`src/rtl/gpio_irq_pkg.sv`:
```
package gpio_irq_pkg;
   localparam int OFS_DATA  = 'h00;
   localparam int OFS_OUT   = 'h04;
   localparam int OFS_DIR   = 'h08;
   localparam int OFS_MASK  = 'h0C;
   localparam int OFS_POL   = 'h10;
   localparam int OFS_EDGE  = 'h14;
   localparam int OFS_BYP   = 'h18;
   localparam int OFS_MAP   = 'h20;
   localparam int MAP_FIELD_W   = 8;
   localparam int MAP_PER_WORD  = 4;
   localparam int MAX_LINES     = 32;

   // {polarity, edge}
   typedef enum logic [1:0] {
      TRIG_LEVEL_LOW  = 2'b00,
      TRIG_FALL       = 2'b01,
      TRIG_LEVEL_HIGH = 2'b10,
      TRIG_RISE       = 2'b11
   } trig_mode_t;
endpackage

```
`src/rtl/gpio_regfile.sv`:
```
module gpio_regfile
   import gpio_irq_pkg::*;
#(
   parameter int NUM_LINES = 32,
   parameter int ADDR_W    = 8
) (
   input  logic                      clk,
   input  logic                      rst_n,
   input  logic                      acc_wr,
   input  logic [ADDR_W-1:0]         acc_addr,
   input  logic [31:0]               acc_wdata,
   output logic [31:0]               acc_rdata,
   input  logic [NUM_LINES-1:0]      in_i,
   output logic [NUM_LINES-1:0]      out_o,
   output logic [NUM_LINES-1:0]      dir_o,
   output logic [NUM_LINES-1:0]      mask_o,
   output logic [NUM_LINES-1:0]      pol_o,
   output logic [NUM_LINES-1:0]      edge_o,
   output logic [NUM_LINES-1:0]      byp_o,
   output logic [NUM_LINES-1:0][7:0] map_o
);
   localparam int WORD_W = ADDR_W - 2;

   logic [WORD_W-1:0] word;
   logic              aligned;

   assign word    = acc_addr[ADDR_W-1:2];
   assign aligned = (acc_addr[1:0] == 2'b00);

   function automatic logic sel(input logic [WORD_W-1:0] w, input logic al, input int ofs);
      return al && (w == WORD_W'(ofs / 4));
   endfunction

   always_ff @(posedge clk or negedge rst_n) begin
      if (!rst_n) begin
         out_o  <= '0;
         dir_o  <= '0;
         mask_o <= '0;
         pol_o  <= '0;
         edge_o <= '0;
         byp_o  <= '0;
         map_o  <= '0;
      end else if (acc_wr) begin
         if (sel(word, aligned, OFS_OUT))  out_o  <= acc_wdata[NUM_LINES-1:0];
         if (sel(word, aligned, OFS_DIR))  dir_o  <= acc_wdata[NUM_LINES-1:0];
         if (sel(word, aligned, OFS_MASK)) mask_o <= acc_wdata[NUM_LINES-1:0];
         if (sel(word, aligned, OFS_POL))  pol_o  <= acc_wdata[NUM_LINES-1:0];
         if (sel(word, aligned, OFS_EDGE)) edge_o <= acc_wdata[NUM_LINES-1:0];
         if (sel(word, aligned, OFS_BYP))  byp_o  <= acc_wdata[NUM_LINES-1:0];
         for (int l = 0; l < NUM_LINES; l++) begin
            if (sel(word, aligned, OFS_MAP + 4 * (l / MAP_PER_WORD)))
               map_o[l] <= acc_wdata[MAP_FIELD_W*(l%MAP_PER_WORD) +: MAP_FIELD_W];
         end
      end
   end

   always_comb begin
      acc_rdata = '0;
      if (sel(word, aligned, OFS_DATA)) acc_rdata = 32'(in_i);
      if (sel(word, aligned, OFS_OUT))  acc_rdata = 32'(out_o);
      if (sel(word, aligned, OFS_DIR))  acc_rdata = 32'(dir_o);
      if (sel(word, aligned, OFS_MASK)) acc_rdata = 32'(mask_o);
      if (sel(word, aligned, OFS_POL))  acc_rdata = 32'(pol_o);
      if (sel(word, aligned, OFS_EDGE)) acc_rdata = 32'(edge_o);
      if (sel(word, aligned, OFS_BYP))  acc_rdata = 32'(byp_o);
      for (int l = 0; l < NUM_LINES; l++) begin
         if (sel(word, aligned, OFS_MAP + 4 * (l / MAP_PER_WORD)))
            acc_rdata[MAP_FIELD_W*(l%MAP_PER_WORD) +: MAP_FIELD_W] = map_o[l];
      end
   end
endmodule

```
`src/rtl/gpio_in_sync.sv`:
```
module gpio_in_sync #(
   parameter int NUM_LINES = 32
) (
   input  logic                 clk,
   input  logic                 rst_n,
   input  logic [NUM_LINES-1:0] pin_i,
   input  logic [NUM_LINES-1:0] byp_i,
   output logic [NUM_LINES-1:0] sync_o,
   output logic [NUM_LINES-1:0] cur_o,
   output logic [NUM_LINES-1:0] prev_o
);
   logic [NUM_LINES-1:0] stage1_q;
   logic [NUM_LINES-1:0] stage2_q;
   logic [NUM_LINES-1:0] prev_q;

   always_ff @(posedge clk or negedge rst_n) begin
      if (!rst_n) begin
         stage1_q <= '0;
         stage2_q <= '0;
         prev_q   <= '0;
      end else begin
         stage1_q <= pin_i;
         stage2_q <= stage1_q;
         prev_q   <= cur_o;
      end
   end

   for (genvar l = 0; l < NUM_LINES; l++) begin : g_sel
      assign cur_o[l] = byp_i[l] ? pin_i[l] : stage2_q[l];
   end

   assign sync_o = stage2_q;
   assign prev_o = prev_q;
endmodule

```
`src/rtl/gpio_trigger.sv`:
```
module gpio_trigger
   import gpio_irq_pkg::*;
#(
   parameter int NUM_LINES = 32
) (
   input  logic [NUM_LINES-1:0] cur_i,
   input  logic [NUM_LINES-1:0] prev_i,
   input  logic [NUM_LINES-1:0] mask_i,
   input  logic [NUM_LINES-1:0] pol_i,
   input  logic [NUM_LINES-1:0] edge_i,
   output logic [NUM_LINES-1:0] hit_o
);
   for (genvar l = 0; l < NUM_LINES; l++) begin : g_line
      trig_mode_t mode;
      logic       raw;

      assign mode = trig_mode_t'({pol_i[l], edge_i[l]});

      always_comb begin
         case (mode)
            TRIG_LEVEL_LOW:  raw = ~cur_i[l];
            TRIG_LEVEL_HIGH: raw = cur_i[l];
            TRIG_FALL:       raw = prev_i[l] & ~cur_i[l];
            TRIG_RISE:       raw = ~prev_i[l] & cur_i[l];
            default:         raw = 1'b0;
         endcase
      end

      assign hit_o[l] = mask_i[l] & raw;
   end
endmodule

```
`src/rtl/gpio_irq_route.sv`:
```
module gpio_irq_route #(
   parameter int NUM_LINES = 32,
   parameter int NUM_IRQ   = 4
) (
   input  logic                      clk,
   input  logic                      rst_n,
   input  logic [NUM_LINES-1:0]      hit_i,
   input  logic [NUM_LINES-1:0][7:0] map_i,
   output logic [NUM_IRQ-1:0]        irq_o
);
   logic [NUM_IRQ-1:0] any_hit;

   for (genvar o = 0; o < NUM_IRQ; o++) begin : g_out
      always_comb begin
         any_hit[o] = 1'b0;
         for (int l = 0; l < NUM_LINES; l++) begin
            if (!map_i[l][7] && (map_i[l][6:0] == 7'(o)))
               any_hit[o] = any_hit[o] | hit_i[l];
         end
      end

      always_ff @(posedge clk or negedge rst_n) begin
         if (!rst_n) irq_o[o] <= 1'b0;
         else        irq_o[o] <= any_hit[o];
      end
   end
endmodule

```
`src/rtl/gpio_irq_router.sv`:
```
module gpio_irq_router
   import gpio_irq_pkg::*;
#(
   parameter int NUM_LINES = 32,
   parameter int NUM_IRQ   = 4,
   parameter int ADDR_W    = 8
) (
   input  logic                 clk,
   input  logic                 rst_n,
   input  logic                 acc_wr,
   input  logic [ADDR_W-1:0]    acc_addr,
   input  logic [31:0]          acc_wdata,
   output logic [31:0]          acc_rdata,
   input  logic [NUM_LINES-1:0] pin_in,
   output logic [NUM_LINES-1:0] pin_out,
   output logic [NUM_LINES-1:0] pin_oe,
   output logic [NUM_IRQ-1:0]   irq_out
);
   localparam int MAP_WORDS = (NUM_LINES + MAP_PER_WORD - 1) / MAP_PER_WORD;
   localparam int ADDR_END  = OFS_MAP + 4 * MAP_WORDS;

   if (NUM_LINES < 1 || NUM_LINES > MAX_LINES) begin : g_bad_lines
      $error("NUM_LINES must lie in 1..32");
   end
   if (NUM_IRQ < 1 || NUM_IRQ > 127) begin : g_bad_irq
      $error("NUM_IRQ must lie in 1..127");
   end
   if (ADDR_W < 3 || (1 << ADDR_W) < ADDR_END) begin : g_bad_addr
      $error("ADDR_W too narrow for the register map");
   end

   logic [NUM_LINES-1:0]      mask_q, pol_q, edge_q, byp_q;
   logic [NUM_LINES-1:0][7:0] map_q;
   logic [NUM_LINES-1:0]      sync_q, cur_v, prev_v, hit_v;

   gpio_regfile #(.NUM_LINES(NUM_LINES), .ADDR_W(ADDR_W)) u_regs (
      .clk      (clk),
      .rst_n    (rst_n),
      .acc_wr   (acc_wr),
      .acc_addr (acc_addr),
      .acc_wdata(acc_wdata),
      .acc_rdata(acc_rdata),
      .in_i     (cur_v),
      .out_o    (pin_out),
      .dir_o    (pin_oe),
      .mask_o   (mask_q),
      .pol_o    (pol_q),
      .edge_o   (edge_q),
      .byp_o    (byp_q),
      .map_o    (map_q)
   );

   gpio_in_sync #(.NUM_LINES(NUM_LINES)) u_sync (
      .clk   (clk),
      .rst_n (rst_n),
      .pin_i (pin_in),
      .byp_i (byp_q),
      .sync_o(sync_q),
      .cur_o (cur_v),
      .prev_o(prev_v)
   );

   gpio_trigger #(.NUM_LINES(NUM_LINES)) u_trig (
      .cur_i (cur_v),
      .prev_i(prev_v),
      .mask_i(mask_q),
      .pol_i (pol_q),
      .edge_i(edge_q),
      .hit_o (hit_v)
   );

   gpio_irq_route #(.NUM_LINES(NUM_LINES), .NUM_IRQ(NUM_IRQ)) u_route (
      .clk  (clk),
      .rst_n(rst_n),
      .hit_i(hit_v),
      .map_i(map_q),
      .irq_o(irq_out)
   );
endmodule

```
`config.mk`:
```
export PLATFORM = sky130hd
export DESIGN_NAME = gpio_irq_router
export DESIGN_NICKNAME = d
export VERILOG_FILES = /design/src/rtl/gpio_irq_pkg.sv /design/src/rtl/gpio_regfile.sv /design/src/rtl/gpio_in_sync.sv /design/src/rtl/gpio_trigger.sv /design/src/rtl/gpio_irq_route.sv /design/src/rtl/gpio_irq_router.sv
export SDC_FILE = /design/constraint.sdc
export NUM_CORES = 1
export LEC_CHECK = 0
export BUFFER_PORTS_ARGS = -buffer_cell sky130_fd_sc_hd__buf_4
export CORE_ASPECT_RATIO = 1.2
export CORE_MARGIN = 2
export CORE_UTILIZATION = 60
export DETAILED_ROUTE_END_ITERATION = 8
export HOLD_SLACK_MARGIN = 0.1
export MAX_ROUTING_LAYER = met4
export PLACE_DENSITY = 0.79
export SYNTH_ARGS = -nofsm -noshare
export SYNTH_HDL_FRONTEND = slang
export SYNTH_SLANG_ARGS = --single-unit
```
`constraint.sdc`:
```
create_clock -name clk -period 6 [get_ports clk]
set_clock_uncertainty 0.2 [all_clocks]
set_input_delay 0 -clock clk [delete_from_list [all_inputs] [get_ports clk]]
set_output_delay 0 -clock clk [all_outputs]
set_load 0.05 [all_outputs]
```
---- Word level (Yosys, flattened, before mapping) ----
Cells that the tools add are included.
storage, ports and cells
  register bits ........................... 548
  input port bits ......................... 75
operators by class
  eq/ne operators ......................... 206
  muxes and demuxes ....................... 231
  bitwise logic cells ..................... 284
  reductions and logical operators ........ 255
operators with widths
  cell                  count
  $eq A7 B2 Y1 const B  64
  $mux W8               32
  $eq A7 B1 Y1 const B  32
  $logic_not A7 Y1      32
  $mux W32              7
  $mux W1               160
  $logic_and A1 B1 Y1   143
  $eq A2 B2 Y1 const B  64
  $pmux W1 S4           32
  $or A1 B1 Y1          124
  $and A1 B1 Y1         96
  $logic_not A2 Y1      33
  $eq A2 B1 Y1 const B  32
  $not A1 Y1            64
  $eq A6 B4 Y1 const B  8
  $logic_not A1 Y1      32
  $reduce_and A2 Y1     14
  $eq A6 B3 Y1 const B  3
  $eq A6 B2 Y1 const B  2
  $eq A6 B1 Y1 const B  1
  $logic_not A6 Y1      1

---- Depth between registers and ports, before layout ----
Gate-level depths: netlist of run 1.
  depth after elaboration ................. 68
  depth in mapped cells ................... 11
  gate-level depth less buffers ........... 7

---- By module ----
A second synthesis of run 1 with hierarchy kept.
second synthesis, totals
  cell total of the unflattened synthesis .. 2,194
  area total of the unflattened synthesis .. 27,411.3 sq um
modules (own cells, without submodules)
  module          times used  cells an instance  area each (sq um)
  gpio_regfile    1           1,613              21,403.0
  gpio_in_sync    1           128                2,882.8
  gpio_irq_route  1           293                1,844.3
  gpio_trigger    1           160                1,281.2

---- Worst setup path before layout of run 1 ----
OpenSTA, ideal clock, no wires.
  path type ............................... input-to-output
  start ................................... input acc_addr[1]
  end ..................................... output acc_rdata[0]
  arrival time ............................ 2.813 ns
  data required time ...................... 5.800 ns
  setup slack ............................. 2.987 ns
  stages on the path ...................... 9
  path buffers ............................ 3
  path through ............................ or4_1 > buf_4 > buf_6 > buf_6 > nor2_2 > a221oi_1 > o2111ai_1 > o2111ai_1 > a222oi_1
between the ends
  word-level cells in the longest chain between the ends .. 17
  elaborated cells between the ends (all ways) .. 31
  those cells by class .................... 15 x mux; 16 x reduce/logical
ends and longest elaborated chain
  element                line                   text
  from (decl)            gpio_irq_router.sv:11  input logic [ADDR_W-1:0] acc_addr,
  $logic_not A2 Y1 *     gpio_regfile.sv:28     assign aligned = (acc_addr[1:0] == 2'b00);
  $logic_and A1 B1 Y1    gpio_regfile.sv:31     return al && (w == WORD_W'(ofs / 4));
  $mux W32               gpio_regfile.sv:59     if (sel(word, aligned, OFS_DATA)) acc_rdata = 32'(in_i);
  $mux W32               gpio_regfile.sv:60     if (sel(word, aligned, OFS_OUT)) acc_rdata = 32'(out_o);
  $mux W32               gpio_regfile.sv:61     if (sel(word, aligned, OFS_DIR)) acc_rdata = 32'(dir_o);
  $mux W32               gpio_regfile.sv:62     if (sel(word, aligned, OFS_MASK)) acc_rdata = 32'(mask_o);
  $mux W32               gpio_regfile.sv:63     if (sel(word, aligned, OFS_POL)) acc_rdata = 32'(pol_o);
  $mux W32               gpio_regfile.sv:64     if (sel(word, aligned, OFS_EDGE)) acc_rdata = 32'(edge_o);
  $mux W32               gpio_regfile.sv:65     if (sel(word, aligned, OFS_BYP)) acc_rdata = 32'(byp_o);
  $mux W8 (7 in series)  gpio_regfile.sv:67     if (sel(word, aligned, OFS_MAP + 4 * (l / MAP_PER_WORD)))
  $mux W8 *              gpio_regfile.sv:67
  to (decl)              gpio_irq_router.sv:13  output logic [31:0] acc_rdata,
Mark *: on every way between the ends. The rest lies on a longest branch, timed or not.

---- Worst setup path after layout of run 1 ----
  start ................................... input acc_addr[2]
  end ..................................... output acc_rdata[12]
between the ends
  word-level cells in the longest chain between the ends .. 17
  elaborated cells between the ends (all ways) .. 45
  those cells by class .................... 14 x eq/ne; 15 x mux; 16 x reduce/logical
ends and longest elaborated chain
  element                line
  $logic_not A6 Y1       gpio_regfile.sv:31
  $logic_and A1 B1 Y1    gpio_regfile.sv:31
  $mux W32               gpio_regfile.sv:59
  $mux W32               gpio_regfile.sv:60
  $mux W32               gpio_regfile.sv:61
  $mux W32               gpio_regfile.sv:62
  $mux W32               gpio_regfile.sv:63
  $mux W32               gpio_regfile.sv:64
  $mux W32               gpio_regfile.sv:65
  $mux W8 (7 in series)  gpio_regfile.sv:67
  $mux W8 *              gpio_regfile.sv:67
Marked as above.

==> flow_summary.yaml, run 1 <==
die:
  core_sq_um: 43000
  die_area_sq_um: 45400
  die_h_um: 233
  rows: 83
  top_level_ports: 175
  start_util: 0.611
  dieWidth_um: 195
critical_path:
  slowest_delay_ns: 0.80
  endpoint: "acc_rdata[12]"
  r2r_start: "u_regs.byp_o[10]"
  crit_type: "in -> out"
  slowest_stage: "nor2_1"
  crit_required_ns: 5.80
  path_delay_family: "simple AND/OR/NAND/NOR gates"
  worstPathMaxFanout: 43
  endpoint_kind: "output pin"
  crit_arrival_ns: 4.06
  r2r_setup_slack_ns: 2.56
  worstSetupPathDepth: 10
  start_kind: "primary input"
  cp-startpoint: "acc_addr[2]"
  path_cells: "buf_4 > nor2b_1 > nand2_1 > nor2_1 > buf_4 > a22oi_1 > nand3_1 > a21oi_1 > o21ai_1 > buf_4"
  path_buf_inv: 3
  r2r_end: "u_route.irq_o[2]"
  reg2reg_depth: 7
  critPathMostFrequentCell: "buf_4"
placement:
  gp_congestion: 1.06
  dp_hpwl_um: 73800
  port_buffers: 174
routing:
  wl_per_cell_um: 35.5
  final_antenna_net_count: 0
  dr.pass1.iters: 7
  remaining_drc_errors: 0
  routed_via_density: 7.27
  vias: 22300
  routed_wl_um: 109000
  drtIter0Drc: 2940
layout:
  drive_above_1_share: 0.331
  fin_nets: 2542
  multi_input_area_sq_um: 11700
  seq_area_sq_um: 13700
  fillers: 2845
  fin_util: 0.723
  syn_to_final_growth_pct: 18.5
synthesis:
  synth.distinct_cells: 75
  async_flop_share: 1.00
  synth-edff-count: 0
  avgSynthCellArea_sq_um: 11.8
  syn_area_sq_um: 26200
  synth-seq-cells: 548
  netlist.area_leader.share: 0.522
  synthTopCellsByArea: "dfrtp_1 (52%), mux2_2 (20%), a22oi_1 (2.4%)"
  ys_seq_area_frac: 0.522
  yosysMostFrequentCell: "dfrtp_1"
  syn_nets: 2293
  synth_top_area_cell: "dfrtp_1"
  syn_inst: 2218
  ys.flop_type: "dfrtp_1"
  ys_warn_count: 0
  synth.top_cells.by_count: "dfrtp_1 (548), mux2_2 (467), nand2_1 (123)"
hold_path:
  hold_start: "pin_in[27]"
  hold_path.class: "in -> reg"
sta:
  finalMaxSlewViolations: 0
  fmax_mhz: 235
  finalCriticalPeriod_ns: 4.26
  setup_tns_ns: 0
  timing.final.crit_share: 0.710
  tightest_slew_ns: 1.32
  finalHoldViolCount: 0
  max_slew_margin: 0.118
  setup_viol: 0
  rsz0062_at_grt: "no"
global_routing:
  overflow: 0
  grt_usage: 0.492
  grt_pass1_vias: 22500
  grt_max_degree: 161
  grt_pass1_wl_um: 155000
  antenna_found_initial: 6
run:
  maxCapViolations: 0
clock_tree:
  postCtsSetupRepairBufs: 0
  cts.sinks: 548
  cts_tree: "yes"
  path_clk_slew_ns: 0.06
  htree_levels: 2
  clkLatencyLatePin_ns: 0.63
  clockBufferDepth: 3
  cts_buffers: 54
  clockRootBuffer: "clkbuf_16"
power:
  worst_ir_drop_vdd_v: 0.000246
  powerDensity_nw_per_um2: 274
  leakage_nw: 14.7
status:
  status: "completed"
[stage by stage]
| step | hold slack (ns) | power (W) | instances | setup WS [ns] | instance area [sq um] |
|---|---|---|---|---|---|
| 6_report | 0.116 | 0.00853 | 3065 | 1.74 | 31100 |
| 5_1_grt | 0.138 | 0.00871 | 3065 | 1.93 | 31100 |
| 4_1_cts | 0.103 | 0.00848 | 3060 | 2.07 | 31100 |
| 3_5_place_dp | -0.107 | 0.00490 | 2854 | 2.08 | 28100 |
| 3_3_place_gp | -0.112 | 0.00487 | 2854 | 2.19 | 28100 |
| 2_1_floorplan | -0.496 | 0.00449 | 2218 | 2.99 | 26200 |
[timing repair]
action	CTS	global route
gates resized for setup	0	0
endpoints found under the setup margin	0	0
hold endpoints to repair	989	0
hold buffers	109	0
[kinds of logic (layout without fill, tap and decap cells)]
kind of cell	count (synthesis)	after routing	share of synthesized area
muxes	499	499	0.214
AOI/OAI and AO/OA	487	487	0.130
and+or+nand+nor	446	446	0.0904
xor gates and xnor gates	29	29	0.00968
other	0	5	0
buffers and inverters	209	499	0.0328
DFF	548	548	0.522
[cell usage in the layout (no fill, tap or decap), drive strengths merged, types with 7 or more instances in the layout]
master	count
nor2b	18
o2111ai	14
a21oi	69
or4	7
nor3b	8
nand4	15
a22oi	84
clkinv	10
a31oi	27
o221ai	16
nor4	25
inv	67
nor3	45
nand2	125
o21ai	83
a22o	9
a221o	8
dfrtp	548
dlygate4sd3	108
o211ai	14
mux2i	25
buf	230
mux2	471
and3	9
o22ai	38
nand3	62
nor4b	16
a211oi	16
clkbuf	77
a211o	17
a221oi	20
xnor2	25
nor2	75
a2111oi	17
nand2b	14
[power breakdown]
part / switching (W) / internal (W) / total [W]
logic: 0.000518 / 0.000328 / 0.000846
registers: 0.000210 / 0.00388 / 0.00409
clock network: 0.00150 / 0.00210 / 0.00359
total: 0.00222 / 0.00630 / 0.00853
[how the worst min path moves through the flow]
stage / slack (ns) / end / cells past startpoint
after global placement: -0.11 / u_sync.sync_o[10] / 1
after floorplan: -0.50 / u_regs.byp_o[0] / 0
final: 0.12 / u_sync.prev_o[27] / 3
after detailed placement: -0.11 / u_sync.sync_o[10] / 1
after CTS: 0.10 / u_sync.prev_o[27] / 3
after global routing: 0.14 / u_sync.prev_o[27] / 3
[metal layers]
metal  share of wire  wire length [um]  GRT usage  vias up
li1                -                 -          -     8833
met1            0.35             37900      0.577    11100
met2            0.45             48900      0.737     1764
met3            0.12             12800      0.143      604
met4           0.084              9090      0.338        0
met5               0                 0          -        -
[worst min-delay path, cell delays in order]
cell and delay, ns:
dlygate4sd3_1 0.53, buf_4 0.12, mux2_2 0.22
[sequential cells by signal, indices dropped and copies added (netlist names)]
register / count
u_regs.out_o: 32
u_regs.map_o: 256
u_route.irq_o: 4
u_regs.edge_o: 32
u_sync.prev_o: 32
u_regs.byp_o: 32
u_regs.pol_o: 32
u_sync.sync_o: 32
u_sync.stage1_q: 32
u_regs.mask_o: 32
u_regs.dir_o: 32
[final cells by class]
cell class                 count  share of cell area
antenna                        5            0.000402
clock buffer                  77              0.0511
clock inverter                20             0.00869
inverter                      64             0.00772
multi-input combinational   1461               0.377
sequential                   548               0.441
tap                          552              0.0222
timing repair buffer         338              0.0924
(Power assumes the default switching activity.)
==> run 2, diff against run 1 <==
--- a/config.mk
+++ b/config.mk
@@ -8,11 +8,11 @@
 export BUFFER_PORTS_ARGS = -buffer_cell sky130_fd_sc_hd__buf_4
 export CORE_ASPECT_RATIO = 1.2
 export CORE_MARGIN = 2
-export CORE_UTILIZATION = 60
+export CORE_UTILIZATION = 55
 export DETAILED_ROUTE_END_ITERATION = 8
 export HOLD_SLACK_MARGIN = 0.1
 export MAX_ROUTING_LAYER = met4
-export PLACE_DENSITY = 0.79
+export PLACE_DENSITY = 0.76
 export SYNTH_ARGS = -nofsm -noshare
 export SYNTH_HDL_FRONTEND = slang
 export SYNTH_SLANG_ARGS = --single-unit
==> constraint.sdc (replaced) <==
create_clock -name clk -period 3.6 [get_ports clk]
set_clock_uncertainty 0.2 [all_clocks]
set_input_delay 0 -clock clk [delete_from_list [all_inputs] [get_ports clk]]
set_output_delay 0 -clock clk [all_outputs]
set_load 0.05 [all_outputs]
==> flow_summary.yaml, run 2 (synthesis results as in run 1) <==
routing:
  final_antenna_net_count: 0
  dr_wl_met3_um: 11300
  routed_wl_um: 109000
  remaining_drc_errors: 0
  highest_layer: "met4"
  wl_per_cell_um: 33.7
  vias: 22200
  met2_length_um: 49200
  dr.pass1.iters: 7
  routed_via_density: 6.92
  drtIter0Drc: 2519
  drt-met1-wl_um: 39900
critical_path:
  r2r_start: "u_regs.byp_o[9]"
  crit_required_ns: 3.40
  start_kind: "primary input"
  cp-startpoint: "pin_in[22]"
  endpoint: "acc_rdata[22]"
  crit_type: "in -> out"
  r2r_end: "u_route.irq_o[3]"
  worstPathMaxFanout: 4
  r2r_setup_slack_ns: 0.47
  endpoint_kind: "output pin"
  reg2reg_depth: 7
  crit_arrival_ns: 3.28
power:
  leakage_nw: 15.1
  worst_ir_drop_vdd_v: 0.000415
  powerDensity_nw_per_um2: 446
die:
  rows: 87
  core_sq_um: 47000
  die_area_sq_um: 49500
  dieWidth_um: 203
  start_util: 0.558
  top_level_ports: 175
  die_h_um: 243
sta:
  finalWorstSetupSlack_ns: 0.123
  fmax_mhz: 288
  finalHoldViolCount: 0
  setup_tns_ns: 0
  rsz0062_at_grt: "no"
  max_slew_margin: 0.334
  setup_viol: 0
  finalMaxSlewViolations: 0
  tightest_slew_ns: 1.00
  timing.final.crit_share: 0.966
  finalCriticalPeriod_ns: 3.48
layout:
  fillers: 3455
  seq_area_sq_um: 13700
  final_common_cell: "dfrtp_1"
  fin_nets: 2617
  syn_to_final_growth_pct: 21.5
  final_cell_mix: "dfrtp_1 (548), mux2_2 (467), buf_4 (291)"
  largest_register_ff_count: 256
  largest-register: "u_regs.map_o"
  multi_input_area_sq_um: 11700
  drive_above_1_share: 0.351
clock_tree:
  cts.sinks: 548
  cts_tree: "yes"
  path_clk_slew_ns: 0.06
  clockRootBuffer: "clkbuf_16"
  clkLatencyLatePin_ns: 0.64
  cts_buffers: 55
  htree_levels: 2
  clockBufferDepth: 3
run:
  maxCapViolations: 0
global_routing:
  overflow: 0
  grt_pass1_vias: 22600
  grt_pass1_wl_um: 156000
  grt_usage: 0.454
  grt_max_degree: 106
  antenna_found_initial: 6
placement:
  place_ws_ns: 0.489
  gp_congestion: 1.06
  dp_hpwl_um: 76800
  port_buffers: 174
hold_path:
  hold_start: "acc_wdata[26]"
  hold_path.class: "in -> reg"
status:
  status: "completed"
[run 2: area by class of cell]
| class | instances | share of cell area |
|---|---|---|
| Antenna cell | 4 | 0.000314 |
| Clock buffer | 87 | 0.0539 |
| Clock inverter | 17 | 0.00526 |
| Inverter | 64 | 0.00754 |
| Multi-Input combinational cell | 1461 | 0.367 |
| Sequential cell | 548 | 0.430 |
| Tap cell | 623 | 0.0244 |
| Timing Repair Buffer | 412 | 0.111 |
[run 2: per-layer routing]
layer | vias up | track usage
met5 | - | -
met4 | 0 | 0.282
met2 | 1532 | 0.683
met1 | 11200 | 0.552
li1 | 8993 | -
met3 | 475 | 0.111
[run 2: timing repair]
action                                  4_1_cts  5_1_grt
endpoints found under the hold margin      1050        0
buffers inserted                              0        0
endpoints found under the setup margin        0        1
hold buffers                                105        0
resized for setup                             0        1
[run 2: report_power, final]
part           internal (W)  total (W)  switching [W]  leakage [nW]
Combinational      0.000571    0.00144       0.000869          6.86
Clock               0.00342    0.00599        0.00257         0.923
Sequential          0.00646    0.00679       0.000332          7.35
Total                0.0105     0.0142        0.00377          15.1
[run 2: worst min-delay path by stage]
stage | end | depth (start not counted)
finish | u_regs.byp_o[26] | 3
global route | u_regs.map_o[183] | 3
CTS | u_regs.mask_o[23] | 3
detailed placement | u_sync.stage1_q[11] | 1
global placement | u_sync.stage1_q[14] | 1
floorplan | u_regs.byp_o[0] | 0
[run 2: per-stage QoR]
stage          total power, W  std cells  instance area, sq um  hold WS [ns]  utilization
6_report               0.0142       3216                 31900         0.105        0.678
5_1_grt                0.0146       3216                 31900         0.130        0.678
4_1_cts                0.0142       3212                 31900         0.100        0.678
3_5_place_dp          0.00820       3003                 28900       -0.0815        0.615
3_3_place_gp          0.00817       3003                 28900       -0.0823        0.615
2_1_floorplan         0.00748       2218                 26200        -0.496            -
[run 2: critical path, stage by stage]
cell and delay, ns:
dlygate4sd3_1 0.54, buf_4 0.14, dlygate4sd3_1 0.58, mux2_2 0.35, a22o_1 0.21, a221oi_1 0.34
a211oi_1 0.13, a2111oi_1 0.55, o22ai_1 0.21, buf_4 0.23
